## src/rtl/mesi_pkg.sv

```systemverilog
package mesi_pkg;

  typedef enum logic [1:0] {
    ST_I = 2'b00,
    ST_S = 2'b01,
    ST_E = 2'b10,
    ST_M = 2'b11
  } mesi_t;

  typedef enum logic [1:0] {
    BOP_READ  = 2'b00,
    BOP_RWITM = 2'b01,
    BOP_INV   = 2'b10,
    BOP_NONE  = 2'b11
  } bop_t;

  typedef enum logic [2:0] {
    F_IDLE,
    F_REQ,
    F_WAIT,
    F_RETRY,
    F_DONE
  } fsm_t;

  typedef struct packed {
    logic shared;
    logic hitm;
    logic wb;
  } snp_rsp_t;

  typedef struct packed {
    logic  need_bus;
    bop_t  op;
    mesi_t new_st;
  } cpu_act_t;

  // state a line takes after a snoop of the given kind
  function automatic mesi_t snoop_next(mesi_t cur, bop_t op);
    case (op)
      BOP_READ:  return (cur == ST_I) ? ST_I : ST_S;
      BOP_RWITM: return ST_I;
      BOP_INV:   return ST_I;
      default:   return cur;
    endcase
  endfunction

  // responses this cache drives for a snoop
  function automatic snp_rsp_t snoop_resp(mesi_t cur, bop_t op);
    snp_rsp_t r;
    r = '0;
    if (op == BOP_READ) begin
      r.shared = (cur != ST_I);
      r.hitm   = (cur == ST_M);
      r.wb     = (cur == ST_M);
    end else if (op == BOP_RWITM) begin
      r.hitm   = (cur == ST_M);
      r.wb     = (cur == ST_M);
    end
    return r;
  endfunction

  // state written when a bus transaction completes
  function automatic mesi_t fill_state(bop_t op, logic shared);
    if (op == BOP_READ) return shared ? ST_S : ST_E;
    return ST_M;
  endfunction

  // decision for a processor access given the post-snoop state
  function automatic cpu_act_t cpu_action(mesi_t cur, logic hit, logic write);
    cpu_act_t a;
    a.need_bus = 1'b0;
    a.op       = BOP_NONE;
    a.new_st   = cur;
    if (!hit || cur == ST_I) begin
      a.need_bus = 1'b1;
      a.op       = write ? BOP_RWITM : BOP_READ;
    end else if (write) begin
      if (cur == ST_S) begin
        a.need_bus = 1'b1;
        a.op       = BOP_INV;
      end else begin
        a.new_st   = ST_M;
      end
    end
    return a;
  endfunction

endpackage

```

## src/rtl/mesi_state_array.sv

```systemverilog
module mesi_state_array
  import mesi_pkg::*;
#(
  parameter int IDX_W = 3
) (
  input  logic             clk,
  input  logic             rst_n,
  input  logic [IDX_W-1:0] snp_rd_idx,
  output mesi_t            snp_rd_st,
  input  logic [IDX_W-1:0] cpu_rd_idx,
  output mesi_t            cpu_rd_st,
  input  logic             snp_we,
  input  mesi_t            snp_wr_st,
  input  logic             fill_we,
  input  logic [IDX_W-1:0] fill_idx,
  input  mesi_t            fill_st
);
  localparam int NUM_LINES = 1 << IDX_W;

  mesi_t st_q [NUM_LINES];

  for (genvar g = 0; g < NUM_LINES; g++) begin : g_line
    always_ff @(posedge clk or negedge rst_n) begin
      if (!rst_n) begin
        st_q[g] <= ST_I;
      end else if (fill_we && fill_idx == IDX_W'(g)) begin
        st_q[g] <= fill_st;
      end else if (snp_we && snp_rd_idx == IDX_W'(g)) begin
        st_q[g] <= snp_wr_st;
      end
    end
  end

  assign snp_rd_st = st_q[snp_rd_idx];
  assign cpu_rd_st = st_q[cpu_rd_idx];
endmodule

```

## src/rtl/mesi_snoop_unit.sv

```systemverilog
module mesi_snoop_unit
  import mesi_pkg::*;
(
  input  logic  snp_valid,
  input  bop_t  snp_op,
  input  mesi_t cur_st,
  output logic  upd_we,
  output mesi_t upd_st,
  output logic  kills_line,
  output logic  rsp_shared,
  output logic  rsp_hitm,
  output logic  rsp_wb
);
  snp_rsp_t rsp;

  always_comb begin
    rsp        = snoop_resp(cur_st, snp_op);
    upd_st     = snoop_next(cur_st, snp_op);
    upd_we     = snp_valid && (snp_op != BOP_NONE);
    kills_line = snp_valid && (snp_op == BOP_RWITM || snp_op == BOP_INV);
    rsp_shared = snp_valid && rsp.shared;
    rsp_hitm   = snp_valid && rsp.hitm;
    rsp_wb     = snp_valid && rsp.wb;
  end
endmodule

```

## src/rtl/mesi_bus_fsm.sv

```systemverilog
module mesi_bus_fsm
  import mesi_pkg::*;
#(
  parameter int IDX_W     = 3,
  parameter int RETRY_GAP = 4
) (
  input  logic             clk,
  input  logic             rst_n,
  input  logic             start,
  input  cpu_act_t         start_act,
  input  logic [IDX_W-1:0] start_idx,
  input  logic             start_write,
  input  logic             snp_kill,
  input  logic [IDX_W-1:0] snp_idx,
  input  logic             bus_gnt,
  input  logic             resp_valid,
  input  logic             resp_shared,
  input  logic             resp_retry,
  output logic             req_valid,
  output bop_t             req_op,
  output logic [IDX_W-1:0] req_idx,
  output logic             fill_we,
  output logic [IDX_W-1:0] fill_idx,
  output mesi_t            fill_st,
  output logic             done,
  output mesi_t            done_st,
  output logic             is_idle,
  output logic             is_wait,
  output logic             pend_write
);
  localparam int CNT_W = $clog2(RETRY_GAP + 1);

  fsm_t             st_q;
  bop_t             op_q;
  logic [IDX_W-1:0] idx_q;
  logic [CNT_W-1:0] gap_q;
  mesi_t            done_q;
  logic             wr_q;

  logic accept_hit, accept_bus, complete, lost_upgrade;

  assign accept_hit   = (st_q == F_IDLE) && start && !start_act.need_bus;
  assign accept_bus   = (st_q == F_IDLE) && start && start_act.need_bus;
  assign complete     = (st_q == F_WAIT) && resp_valid && !resp_retry;
  assign lost_upgrade = (st_q == F_REQ) && !bus_gnt && snp_kill &&
                        (snp_idx == idx_q) && (op_q == BOP_INV);

  always_ff @(posedge clk or negedge rst_n) begin
    if (!rst_n) begin
      st_q   <= F_IDLE;
      op_q   <= BOP_NONE;
      idx_q  <= '0;
      gap_q  <= '0;
      done_q <= ST_I;
      wr_q   <= 1'b0;
    end else begin
      case (st_q)
        F_IDLE: begin
          if (start) begin
            idx_q <= start_idx;
            op_q  <= start_act.op;
            wr_q  <= start_write;
            if (start_act.need_bus) begin
              st_q <= F_REQ;
            end else begin
              done_q <= start_act.new_st;
              st_q   <= F_DONE;
            end
          end
        end
        F_REQ: begin
          if (bus_gnt)           st_q <= F_WAIT;
          else if (lost_upgrade) op_q <= BOP_RWITM;
        end
        F_WAIT: begin
          if (resp_valid) begin
            if (resp_retry) begin
              gap_q <= '0;
              st_q  <= F_RETRY;
            end else begin
              done_q <= fill_state(op_q, resp_shared);
              st_q   <= F_DONE;
            end
          end
        end
        F_RETRY: begin
          if (gap_q == CNT_W'(RETRY_GAP - 1)) st_q <= F_REQ;
          else                                gap_q <= gap_q + 1'b1;
        end
        default: st_q <= F_IDLE;
      endcase
    end
  end

  always_comb begin
    fill_we  = accept_hit || complete;
    fill_idx = accept_hit ? start_idx : idx_q;
    fill_st  = accept_hit ? start_act.new_st : fill_state(op_q, resp_shared);
  end

  assign req_valid  = (st_q == F_REQ);
  assign req_op     = op_q;
  assign req_idx    = idx_q;
  assign done       = (st_q == F_DONE);
  assign done_st    = done_q;
  assign is_idle    = (st_q == F_IDLE);
  assign is_wait    = (st_q == F_WAIT);
  assign pend_write = wr_q;

  logic unused_ok;
  assign unused_ok = accept_bus;
endmodule

```

## src/rtl/mesi_line_ctrl.sv

```systemverilog
module mesi_line_ctrl
  import mesi_pkg::*;
#(
  parameter int IDX_W     = 3,
  parameter int RETRY_GAP = 4
) (
  input  logic             clk,
  input  logic             rst_n,
  input  logic             cpu_req_valid,
  input  logic             cpu_req_write,
  input  logic [IDX_W-1:0] cpu_req_idx,
  input  logic             cpu_hit,
  output logic             cpu_done,
  output logic [1:0]       cpu_done_state,
  input  logic             snp_valid,
  input  logic [1:0]       snp_op,
  input  logic [IDX_W-1:0] snp_idx,
  output logic             snp_shared,
  output logic             snp_hitm,
  output logic             snp_wb,
  output logic             bus_req_valid,
  output logic [1:0]       bus_req_op,
  output logic [IDX_W-1:0] bus_req_idx,
  input  logic             bus_gnt,
  input  logic             bus_resp_valid,
  input  logic             bus_resp_shared,
  input  logic             bus_resp_retry
);
  mesi_t            snp_cur, cpu_raw, cpu_eff, snp_upd;
  logic             snp_we, snp_kill;
  cpu_act_t         cpu_act;
  logic             fill_we;
  logic [IDX_W-1:0] fill_idx;
  mesi_t            fill_st;
  bop_t             req_op;
  mesi_t            done_st;
  logic             fsm_idle, fsm_wait, fsm_pend_write;

  mesi_state_array #(.IDX_W(IDX_W)) u_array (
    .clk        (clk),
    .rst_n      (rst_n),
    .snp_rd_idx (snp_idx),
    .snp_rd_st  (snp_cur),
    .cpu_rd_idx (cpu_req_idx),
    .cpu_rd_st  (cpu_raw),
    .snp_we     (snp_we),
    .snp_wr_st  (snp_upd),
    .fill_we    (fill_we),
    .fill_idx   (fill_idx),
    .fill_st    (fill_st)
  );

  mesi_snoop_unit u_snoop (
    .snp_valid  (snp_valid),
    .snp_op     (bop_t'(snp_op)),
    .cur_st     (snp_cur),
    .upd_we     (snp_we),
    .upd_st     (snp_upd),
    .kills_line (snp_kill),
    .rsp_shared (snp_shared),
    .rsp_hitm   (snp_hitm),
    .rsp_wb     (snp_wb)
  );

  // snoop first, then the processor access sees the result
  always_comb begin
    cpu_eff = (snp_we && snp_idx == cpu_req_idx) ? snp_upd : cpu_raw;
    cpu_act = cpu_action(cpu_eff, cpu_hit, cpu_req_write);
  end

  mesi_bus_fsm #(.IDX_W(IDX_W), .RETRY_GAP(RETRY_GAP)) u_fsm (
    .clk         (clk),
    .rst_n       (rst_n),
    .start       (cpu_req_valid),
    .start_act   (cpu_act),
    .start_idx   (cpu_req_idx),
    .start_write (cpu_req_write),
    .snp_kill    (snp_kill),
    .snp_idx     (snp_idx),
    .bus_gnt     (bus_gnt),
    .resp_valid  (bus_resp_valid),
    .resp_shared (bus_resp_shared),
    .resp_retry  (bus_resp_retry),
    .req_valid   (bus_req_valid),
    .req_op      (req_op),
    .req_idx     (bus_req_idx),
    .fill_we     (fill_we),
    .fill_idx    (fill_idx),
    .fill_st     (fill_st),
    .done        (cpu_done),
    .done_st     (done_st),
    .is_idle     (fsm_idle),
    .is_wait     (fsm_wait),
    .pend_write  (fsm_pend_write)
  );

  assign bus_req_op     = req_op;
  assign cpu_done_state = done_st;
endmodule

```

## config.mk

```make
export PLATFORM = sky130hd
export DESIGN_NAME = mesi_line_ctrl
export DESIGN_NICKNAME = d
export VERILOG_FILES = /design/src/rtl/mesi_pkg.sv /design/src/rtl/mesi_state_array.sv /design/src/rtl/mesi_snoop_unit.sv /design/src/rtl/mesi_bus_fsm.sv /design/src/rtl/mesi_line_ctrl.sv
export SDC_FILE = /design/constraint.sdc
export NUM_CORES = 1
export LEC_CHECK = 0
export CORE_UTILIZATION = 30
export DETAILED_ROUTE_END_ITERATION = 8
export DONT_BUFFER_PORTS = 1
export MAX_ROUTING_LAYER = met4
export SLEW_MARGIN = 30
export SYNTH_ARGS = -nofsm -noshare
export SYNTH_HDL_FRONTEND = slang
export SYNTH_SLANG_ARGS = --single-unit
```

## constraint.sdc

```tcl
create_clock -name clk -period 2.88 [get_ports clk]
set_clock_uncertainty 0.05 [all_clocks]
set_input_delay 0.432 -clock clk [delete_from_list [all_inputs] [get_ports clk]]
set_output_delay 0.432 -clock clk [all_outputs]
set_load 0.005 [all_outputs]
```

# Yosys cells after proc, flatten, opt, wreduce, memory -nomap -nowiden
# Cells that the tools add are included.
# W data, S select, Z words.
[totals]
in_bits = 18
elab_cells = 181
reg_bits = 29
[op_classes]
bitwise_logic = 2
order_cmp = 2
reduce_logical = 62
n_mux = 64
addsub = 1
eq_ne = 37
[ops]
columns = ["operator", "count"]
rows = [
  ["$mux W2", 37],
  ["$mux W3", 12],
  ["$logic_and A1 B1 Y1", 30],
  ["$eq A3 B3 Y1 const B", 9],
  ["$reduce_bool A2 Y1", 12],
  ["$eq A3 B2 Y1 const B", 7],
  ["$ne A2 B2 Y1 const B", 8],
  ["$bmux W2 S3", 2],
  ["$pmux W2 S2", 3],
  ["$pmux W3 S4", 1],
  ["$reduce_and A4 Y1", 3],
  ["$eq A3 B1 Y1 const B", 3],
  ["$logic_not A3 Y1", 3],
  ["$ge A4 B4 Y1 const B", 2],
  ["$logic_not A2 Y1", 4],
  ["$not A3 Y4", 2],
  ["$mux W1", 7],
  ["$eq A2 B2 Y1 const B", 3],
  ["$eq A3 B3 Y1", 2],
  ["$ne A2 B1 Y1 const B", 3],
  ["$pmux W3 S2", 1],
  ["$mux W5", 1],
  ["$reduce_and A5 Y1", 1],
  ["$eq A2 B1 Y1 const B", 2],
  ["5 further kinds", 10],
]

# Depth between registers and ports, before layout
# Gate-level depths: netlist (run 1).
[depth]
ltp_word = 18
mapped_depth = 8
ltp_nobuf = 7

# Modules after synthesis
# Synthesis (run 1) repeated with hierarchy kept, for this count alone.
[unflattened]
cells_unflattened = 211
hier_area_um2 = 2311.0
[modules_own_cells]
columns = ["mod", "instances", "area_each_um2", "cells_each", "seq_area_each_um2"]
rows = [
  ["mesi_state_array", 1, 1151.1, 99, 400.4],
  ["mesi_bus_fsm", 1, 873.3, 78, 352.8],
  ["mesi_line_ctrl", 1, 165.2, 20, 0.0],
  ["mesi_snoop_unit", 1, 121.4, 14, 0.0],
]

# Least setup slack after synthesis (run 1)
# Ideal clock, no wire load.
[synth_path]
kind = "input to register"
from = "input port snp_op[0]"
to = "register u_fsm.done_q[1], in the netlist u_fsm.done_st[1]"
cell_stages = 8
arrival_time_ps = 2282
setup_time_ps = 128
slack_ps = 421
cell_sequence = "ha_1 -> nand2b_1 -> nor4_1 -> nor3_1 -> a221o_1 -> buf_6 -> nor2_2 -> mux2_1"
[synth_via]
elab_chain_len = 11
[synth_rtl]
columns = ["element", "line_no", "text"]
rows = [
  ["start, declared", "mesi_line_ctrl.sv:16", "input logic [1:0] snp_op,"],
  ["$eq A2 B2 Y1, or another cell as far along", "mesi_pkg.sv:39", "case (op)"],
  ["$reduce_or A2 Y1 (no line) / $logic_and A1 B1 Y1 (equally long branches)", "-", ""],
  ["$pmux W2 S2 / $logic_and A1 B1 Y1 (equally long branches)", "mesi_pkg.sv:39, mesi_line_ctrl.sv:67", ""],
  ["$mux W2 (*)", "mesi_line_ctrl.sv:67", "cpu_eff = (snp_we && snp_idx == cpu_req_idx) ? snp_upd : cpu_raw;"],
  ["$eq A2 B1 Y1", "mesi_pkg.sv:78", "if (cur == ST_S) begin"],
  ["$mux W2", "mesi_pkg.sv:78", ""],
  ["$mux W5", "mesi_pkg.sv:77", "end else if (write) begin"],
  ["$mux W2", "mesi_pkg.sv:74", "if (!hit || cur == ST_I) begin"],
  ["$mux W2", "mesi_bus_fsm.sv:63", "if (start_act.need_bus) begin"],
  ["$mux W2", "mesi_bus_fsm.sv:59", "if (start) begin"],
  ["$pmux W2 S2", "mesi_bus_fsm.sv:57", "case (st_q)"],
  ["end signal, assigned", "mesi_bus_fsm.sv:66", "done_q <= start_act.new_st;"],
  ["end signal, assigned", "mesi_bus_fsm.sv:81", "done_q <= fill_state(op_q, resp_shared);"],
  ["end, declared", "mesi_bus_fsm.sv:37", "mesi_t done_q;"],
]
# Mark *: on every way between the ends. The rest lies on a longest branch, timed or not. The select of a mux whose other input is x is not followed.
# A chain may end at the register's enable or synchronous reset.

# Worst setup path in the final report (run 1)
[layout_path]
from = "register u_array.st_q[0] (netlist bit)"
to = "register u_array.st_q[11] (netlist bit)"
[layout_via]
elab_chain_len = 17
[layout_rtl]
columns = ["element", "line_no", "text"]
rows = [
  ["start, declared", "mesi_state_array.sv:20", "mesi_t st_q [NUM_LINES];"],
  ["start signal, assigned by index", "mesi_state_array.sv:27", "st_q[g] <= fill_st;"],
  ["start signal, assigned by index", "mesi_state_array.sv:29", "st_q[g] <= snp_wr_st;"],
  ["$bmux W2 S3", "mesi_state_array.sv:34", "assign snp_rd_st = st_q[snp_rd_idx];"],
  ["$mux W2 (implied by the code) (2 in a row)", "mesi_state_array.sv:34", ""],
  ["$logic_not A2 Y1", "mesi_pkg.sv:40", "BOP_READ: return (cur == ST_I) ? ST_I : ST_S;"],
  ["$mux W1", "mesi_pkg.sv:40", ""],
  ["$pmux W2 S2", "mesi_pkg.sv:39", ""],
  ["$mux W2 (*)", "mesi_line_ctrl.sv:67", ""],
  ["$eq A2 B1 Y1", "mesi_pkg.sv:78", ""],
  ["$mux W3", "mesi_pkg.sv:78", ""],
  ["$mux W5", "mesi_pkg.sv:77", ""],
  ["$mux W3", "mesi_pkg.sv:74", ""],
  ["$logic_not A1 Y1", "mesi_bus_fsm.sv:42", "assign accept_hit = (st_q == F_IDLE) && start && !start_act.need_bus;"],
  ["$logic_and A1 B1 Y1", "mesi_bus_fsm.sv:42", ""],
  ["$mux W3", "mesi_bus_fsm.sv:97", "fill_idx = accept_hit ? start_idx : idx_q;"],
  ["$eq A3 B2 Y1", "mesi_state_array.sv:26", "end else if (fill_we && fill_idx == IDX_W'(g)) begin"],
  ["$logic_and A1 B1 Y1", "mesi_state_array.sv:26", ""],
  ["$mux W2 / $reduce_bool A2 Y1 (equally long branches)", "-", ""],
]
# Marks and branches as above.

==> run_results.csv, run 1 <==
group,metric,value,unit
status,outcome,"finished clean",
global_route,grt_antenna_before_repair,0,
route,dr.first_iter.drc_count,96,
clock_network,root_buffer,"clkbuf_8",
yosys,ys_seq_elements,29,
timing,hold_viol,0,
global_route,grtUsageTotal,15.85,%
hold_path,hold_path.class,"in -> reg",
yosys,synth_area_per_cell,9.752,µm²
die,start_util,31.49,%
yosys,synth_adder_area_share,2.877,%
setup_path,crit_type,"reg -> reg",
yosys,synth-compound-area-share,12.89,%
global_route,grt_max_degree,30,
yosys,yosys.area_share.xor_xnor,2.417,%
die,die_y,87.14,µm
setup_path,cp_cell_sequence,"mux4_2 -> mux2i_1 -> o22ai_1 -> buf_4 -> a221oi_2 -> a21oi_1 -> mux2i_1",
setup_path,start_kind,"register",
setup_path,endpoint_kind,"register",
clock_network,htree_levels,2,
yosys,synth_top_family_by_area,"multiplexers",
cells_and_area,final_nets,247,
clock_network,ctsResizeCount,0,
yosys,synth-simple-area-share,19.39,%
cells_and_area,final_layout_size_suffix_gt1_share,16.44,%
setup_path,max_stage_delay,0.50,ns
timing,finalCriticalPeriod,2.505,ns
timing,rsz0062_at_grt,"false",
setup_path,crit_top_cell,"mux2i_1",
die,dieArea,0.007593,mm²
power,p_per_area,815.6,mW/mm²
yosys,synth.area.mux_share,23.76,%
cells_and_area,n_antenna_cell,0,
place,routabilityCongestion,0.8732,
timing,finalCritPeriodShare,86.96,%
global_route,grt_pass1_vias,1737,
setup_path,crit_arrival,2.67,ns
power,leakage,1.068,nW
cells_and_area,fill_cells,713,
yosys,yosys_most_used_dff,"dfrtp_1",
place,post-dp-hpwl,3883,µm
global_route,grt_pass1_wl,8749,µm
yosys,ys_seq_area_share,33.49,%
timing,tns,0,ns
run,max-cap-violations,0,
clock_network,post-cts-setup-buffers,0,
cells_and_area,syn_to_final_growth,10.53,%
die,die_w,87.14,µm
clock_network,cts.clk_slew.worst_paths,0.07,ns
timing,max-slew-margin-rel,54.34,%
clock_network,numCtsBuffers,5,
timing,tightest_slew,0.6849,ns
setup_path,crit_fanout,10,
yosys,synthesis.area,0.002175,mm²
timing,drv_slew,0,
route,viasPerCell,5.327,
place,io_buffers,0,
clock_network,cts.sinks,29,
die,core,0.006907,mm²
route,drtPass1Iterations,4,
power,peakVddDrop,0.3016,mV
clock_network,clk_path_buf_depth,2,
setup_path,cp_data_required_time,3.04,ns
timing,finalSetupViolCount,0,
power,power,1.960,mW
route,route.detailed.drc,0,
yosys,syn_nets,246,
global_route,grt-ovfl-total,0,
setup_path,crit_path_top_delay_cell,"mux4_2",
route,ant_nets,0,
clock_network,cts_tree,"built",
die,num_rows,30,
timing,fmax,399.3,MHz
route,totalWireLength,5255,µm
yosys,synth_cell_types,47,
yosys,yosys_warnings,0,
cells_and_area,regArea,728.2,µm²
clock_network,holdBufCountCts,2,
yosys,synthCells,223,
clock_network,insertion_delay,0.29,ns
route,via_count,1710,
yosys,synth_edf_count,0,
cells_and_area,multi_input_area,0.001334,mm²
die,ioPinCount,30,
yosys,async_flop_share,100.0,%
route,routedWlPerCell,16.37,µm
## report_power, final
| part | switching [mW] | internal, mW |
|---|---|---|
| combinational | 0.359 | 0.367 |
| sequential | 0.192 | 0.585 |
| clock | 0.177 | 0.281 |
| total | 0.727 | 1.23 |
## metal layers
layer  vias up  wire length [µm]  GRT usage, %  share of wire [%]
met5         -                 0             -                  0
met4         0                82         5.365                1.6
met3         7               400         5.308                7.6
met2        59              2311         22.91                 44
met1       841              2461         20.74                 47
li1        803                 -             -                  -
## worst paths after layout
kind,start,to,slack [ns],cells after the start
setup / recovery,u_array.st_q[0]$_DFFE_PN0P_,u_array.st_q[11]$_DFFE_PN0P_,0.38,7
hold / removal,cpu_hit,u_fsm.req_op[0]$_DFFE_PN1P_,0.23,2
setup reg to reg,u_array.st_q[0]$_DFFE_PN0P_,u_array.st_q[11]$_DFFE_PN0P_,0.38,7
hold reg to reg,u_fsm.gap_q[1]$_DFFE_PN0P_,u_fsm.gap_q[1]$_DFFE_PN0P_,0.45,2
max in group asynchronous,rst_n,u_fsm.req_op[1]$_DFFE_PN1P_,2.01,2
min in group asynchronous,rst_n,u_fsm.gap_q[2]$_DFFE_PN0P_,0.53,2
## flip-flops by register name, indices dropped and copies added, names as in the netlist
| signal | count |
|---|---|
| u_array.st_q | 16 |
| u_fsm.gap_q | 3 |
| u_fsm.req_idx | 3 |
| u_fsm.st_q | 3 |
| u_fsm.done_st | 2 |
| u_fsm.req_op | 2 |
## final cells by class
class | instances | area share (%)
multi-input cells | 171 | 55.49
flip-flops and latches | 29 | 30.30
clock inverters | 2 | 1.562
repair buffers | 6 | 2.499
clock buffers | 6 | 3.436
inverters | 11 | 1.718
well taps | 96 | 4.997
## synthesized netlist by cell type, types with 2 or more instances
cell | instances | area (µm²)
a21oi_1 | 7 | 35.03
a31o_1 | 3 | 26.28
a31oi_2 | 2 | 25.02
a41oi_2 | 3 | 48.80
and2_1 | 2 | 12.51
buf_1 | 2 | 7.510
buf_2 | 3 | 15.01
buf_4 | 2 | 15.01
buf_6 | 2 | 22.52
clkbuf_1 | 3 | 11.26
dfrtp_1 | 27 | 675.7
dfstp_2 | 2 | 52.55
ha_1 | 5 | 62.56
inv_1 | 11 | 41.29
mux2_2 | 6 | 67.56
mux2i_1 | 28 | 280.3
mux4_2 | 7 | 157.7
nand2_1 | 28 | 105.1
nand2b_1 | 7 | 43.79
nand3_1 | 5 | 25.02
nor2_1 | 15 | 56.30
nor2b_1 | 6 | 37.54
nor3_1 | 8 | 40.04
nor3b_1 | 5 | 37.54
o21ai_0 | 6 | 30.03
o21ai_1 | 2 | 10.01
o22ai_1 | 2 | 12.51
xnor2_1 | 3 | 26.28
xor2_1 | 3 | 26.28
## kinds of logic (layout without fill, tap and decap cells)
| family | after synthesis | count (layout) |
|---|---|---|
| AOI/OAI and AO/OA | 35 | 35 |
| xor gates and xnor gates | 6 | 6 |
| adders and majority gates | 5 | 5 |
| buffers and inverters | 23 | 25 |
| DFF | 29 | 29 |
| and+or+nand+nor | 83 | 83 |
| muxes | 42 | 42 |
## placed cells by master, fill, tap and decap left out, types with 4 or more instances in the layout
cell type / instances
mux2i_1: 28
nand2_1: 28
dfrtp_1: 27
nor2_1: 15
inv_1: 11
nor3_1: 8
mux4_2: 7
a21oi_1: 7
nand2b_1: 7
o21ai_0: 6
nor2b_1: 6
mux2_2: 6
clkbuf_8: 6
nor3b_1: 5
nand3_1: 5
ha_1: 5
buf_4: 4
## worst max-delay path, delay by kind of cell, from the launching register on
family / cells / cell delay, ns
flops: 1 / 0.39
compound gates: 3 / 0.79
mux: 3 / 0.99
buf+inv: 1 / 0.21
## metrics by stage
stage | cell area [µm²] | worst slack, ns | hold slack [ns] | util [%] | instances
2_1_floorplan | 2175 | 0.4206 | 0.08641 | - | 223
3_3_place_gp | 2253 | 0.1719 | 0.08699 | 32.63 | 311
3_5_place_dp | 2253 | 0.1175 | 0.08702 | 32.63 | 311
4_1_cts | 2404 | 0.3794 | 0.2260 | 34.80 | 321
5_1_grt | 2404 | 0.2019 | 0.2360 | 34.80 | 321
6_report | 2404 | 0.3754 | 0.2302 | 34.80 | 321
(Power assumes the default switching activity.)
==> inputs of run 2 (changes only) <==
--- a/config.mk
+++ b/config.mk
@@ -12,4 +12,5 @@
 export SLEW_MARGIN = 30
 export SYNTH_ARGS = -nofsm -noshare
 export SYNTH_HDL_FRONTEND = slang
+export SYNTH_HIERARCHICAL = 1
 export SYNTH_SLANG_ARGS = --single-unit
==> run_results.csv, run 2 <==
group,metric,value,unit
status,outcome,"finished, violations left",
status,violations,"negative setup slack",
route,via_count,1742,
cells_and_area,syn_to_final_growth,21.59,%
clock_network,cts.sinks,29,
global_route,grt-ovfl-total,0,
yosys,synth_area_per_cell,10.95,µm²
clock_network,numCtsBuffers,5,
place,post-dp-hpwl,4109,µm
die,die_y,88.91,µm
global_route,grt_pass1_wl,8590,µm
timing,tightest_slew,0.3687,ns
setup_path,timing.rr.start,"u_array/st_q[1]$_DFFE_PN0P_",
die,die_w,88.91,µm
die,core,0.007292,mm²
timing,rsz0062_at_grt,"true",
setup_path,endpoint_kind,"register",
clock_network,cts.clk_slew.worst_paths,0.07,ns
route,ant_nets,0,
cells_and_area,layout_common_cells,"27 x dfrtp_1, 24 x buf_4, 20 x mux2i_1, 11 x nor2_1, 11 x a21oi_1",
timing,finalSetupViolCount,17,
hold_path,hold_start,"cpu_req_idx[2]",
cells_and_area,final_layout_size_suffix_gt1_share,35.50,%
timing,max-slew-margin-rel,75.42,%
cells_and_area,largest_register_ffs,16,
setup_path,crit_top_cell,"mux2_4",
setup_path,cp_data_required_time,3.04,ns
yosys,synthCells,207,
cells_and_area,regMostFlops,"u_array/st_q",
cells_and_area,n_antenna_cell,0,
power,peakVddDrop,0.2010,mV
timing,tns,-3.802,ns
route,viasPerCell,5.279,
clock_network,cts_tree,"built",
clock_network,clk_path_buf_depth,2,
global_route,grt_pass1_vias,1669,
cells_and_area,finalCoreUtilization,37.78,%
cells_and_area,final_common_cell,"dfrtp_1",
global_route,grt_max_degree,30,
power,p_per_area,886.4,mW/mm²
setup_path,cp_cell_sequence,"mux4_2 -> mux2_4 -> nor2b_4 -> o22a_1 -> nor3b_4 -> o31ai_4 -> inv_1 -> and2_4 -> mux2_4 -> nor4b_4 -> nand2_1 -> o21ai_1",
setup_path,start_kind,"register",
die,dieArea,0.007905,mm²
route,routedWlPerCell,17.13,µm
die,ioPinCount,30,
power,leakage,1.222,nW
die,start_util,31.07,%
cells_and_area,fill_cells,719,
global_route,grt_antenna_before_repair,0,
die,num_rows,31,
cells_and_area,final_cells,330,
timing,fmax,314.7,MHz
clock_network,insertion_delay,0.29,ns
setup_path,max_stage_delay,0.47,ns
route,route.detailed.drc,0,
route,drtPass1Iterations,4,
timing,finalCritPeriodShare,110.3,%
global_route,grtUsageTotal,15.30,%
setup_path,crit_fanout,7,
timing,hold_viol,0,
setup_path,crit_path_top_delay_cell,"mux4_2",
route,dr.first_iter.drc_count,136,
timing,finalCriticalPeriod,3.177,ns
clock_network,htree_levels,2,
cells_and_area,final_nets,254,
power,power,2.442,mW
timing,fin_ws,-0.2973,ns
yosys,syn_nets,231,
place,routabilityCongestion,0.7713,
place,dp.cells,315,
timing,drv_slew,0,
route,totalWireLength,5654,µm
setup_path,crit_arrival,3.34,ns
clock_network,root_buffer,"clkbuf_8",
yosys,yosys_warnings,6,
setup_path,crit_type,"reg -> reg",
hold_path,hold_path.class,"in -> reg",
run,max-cap-violations,0,
place,io_buffers,0,
setup_path,cp-startpoint,"u_array/st_q[1]$_DFFE_PN0P_",
yosys,synthesis.area,0.002266,mm²
run 2: power breakdown:
group	switching, mW	internal, mW	leakage (nW)
sequential	0.206	0.600	0.367
combinational	0.507	0.684	0.797
clock	0.163	0.282	0.0585
total	0.876	1.57	1.22
run 2: path summary, 6_finish.rpt:
path,endpoint,slack [ns],depth (start not counted)
setup / recovery,u_array/st_q[14]$_DFFE_PN0P_,-0.30,12
hold / removal,u_fsm/req_idx[2]$_DFFE_PN0N_,0.25,1
setup reg to reg,u_array/st_q[14]$_DFFE_PN0P_,-0.30,12
hold reg to reg,u_fsm/gap_q[0]$_DFFE_PN0P_,0.45,1
max in group asynchronous,u_fsm/req_op[0]$_DFFE_PN1P_,2.02,2
min in group asynchronous,u_array/st_q[8]$_DFFE_PN0P_,0.53,2
run 2: routing by layer:
| layer | wire length [µm] | GRT usage [%] |
|---|---|---|
| met5 | 0 | - |
| met4 | 151 | 7.331 |
| met3 | 169 | 2.401 |
| met2 | 2906 | 24.90 |
| met1 | 2426 | 18.55 |
run 2: cell type report:
type	instances	area (µm²)	share of cell area (%)
inverter	11	41.29	1.499
timing repair buffer	28	232.7	8.447
multi-input combinational	155	1513	54.90
sequential	29	728.2	26.43
tap	99	123.9	4.496
clock inverter	1	30.03	1.090
clock buffer	7	86.33	3.134
run 2: repair_timing:
item                                   CTS  global route
setup endpoints to repair               17            20
endpoints found under the hold margin   29             0
hold buffers                             2             0
buffers inserted                         4             1
cloned                                   0             0
resized for setup                        5             8
pin swaps                                3            12
run 2: worst max-delay path, delay by kind of cell (launching register included):
family                 cells  cell delay [ns]
and+or+nand+nor            5             0.98
muxes                      3             1.12
DFF                        1             0.41
AOI/OAI and AO/OA          3             0.44
buffers and inverters      1             0.09
run 2: per-stage QoR:
| step | hold WS [ns] | worst slack (ns) | area, µm² |
|---|---|---|---|
| after floorplan | 0.08641 | -0.3495 | 2344 |
| after global placement | 0.08755 | -0.3221 | 2525 |
| after detailed placement | 0.08731 | -0.4023 | 2525 |
| after CTS | 0.2394 | -0.2652 | 2714 |
| after global routing | 0.2377 | -0.4434 | 2755 |
| final | 0.2468 | -0.2973 | 2755 |
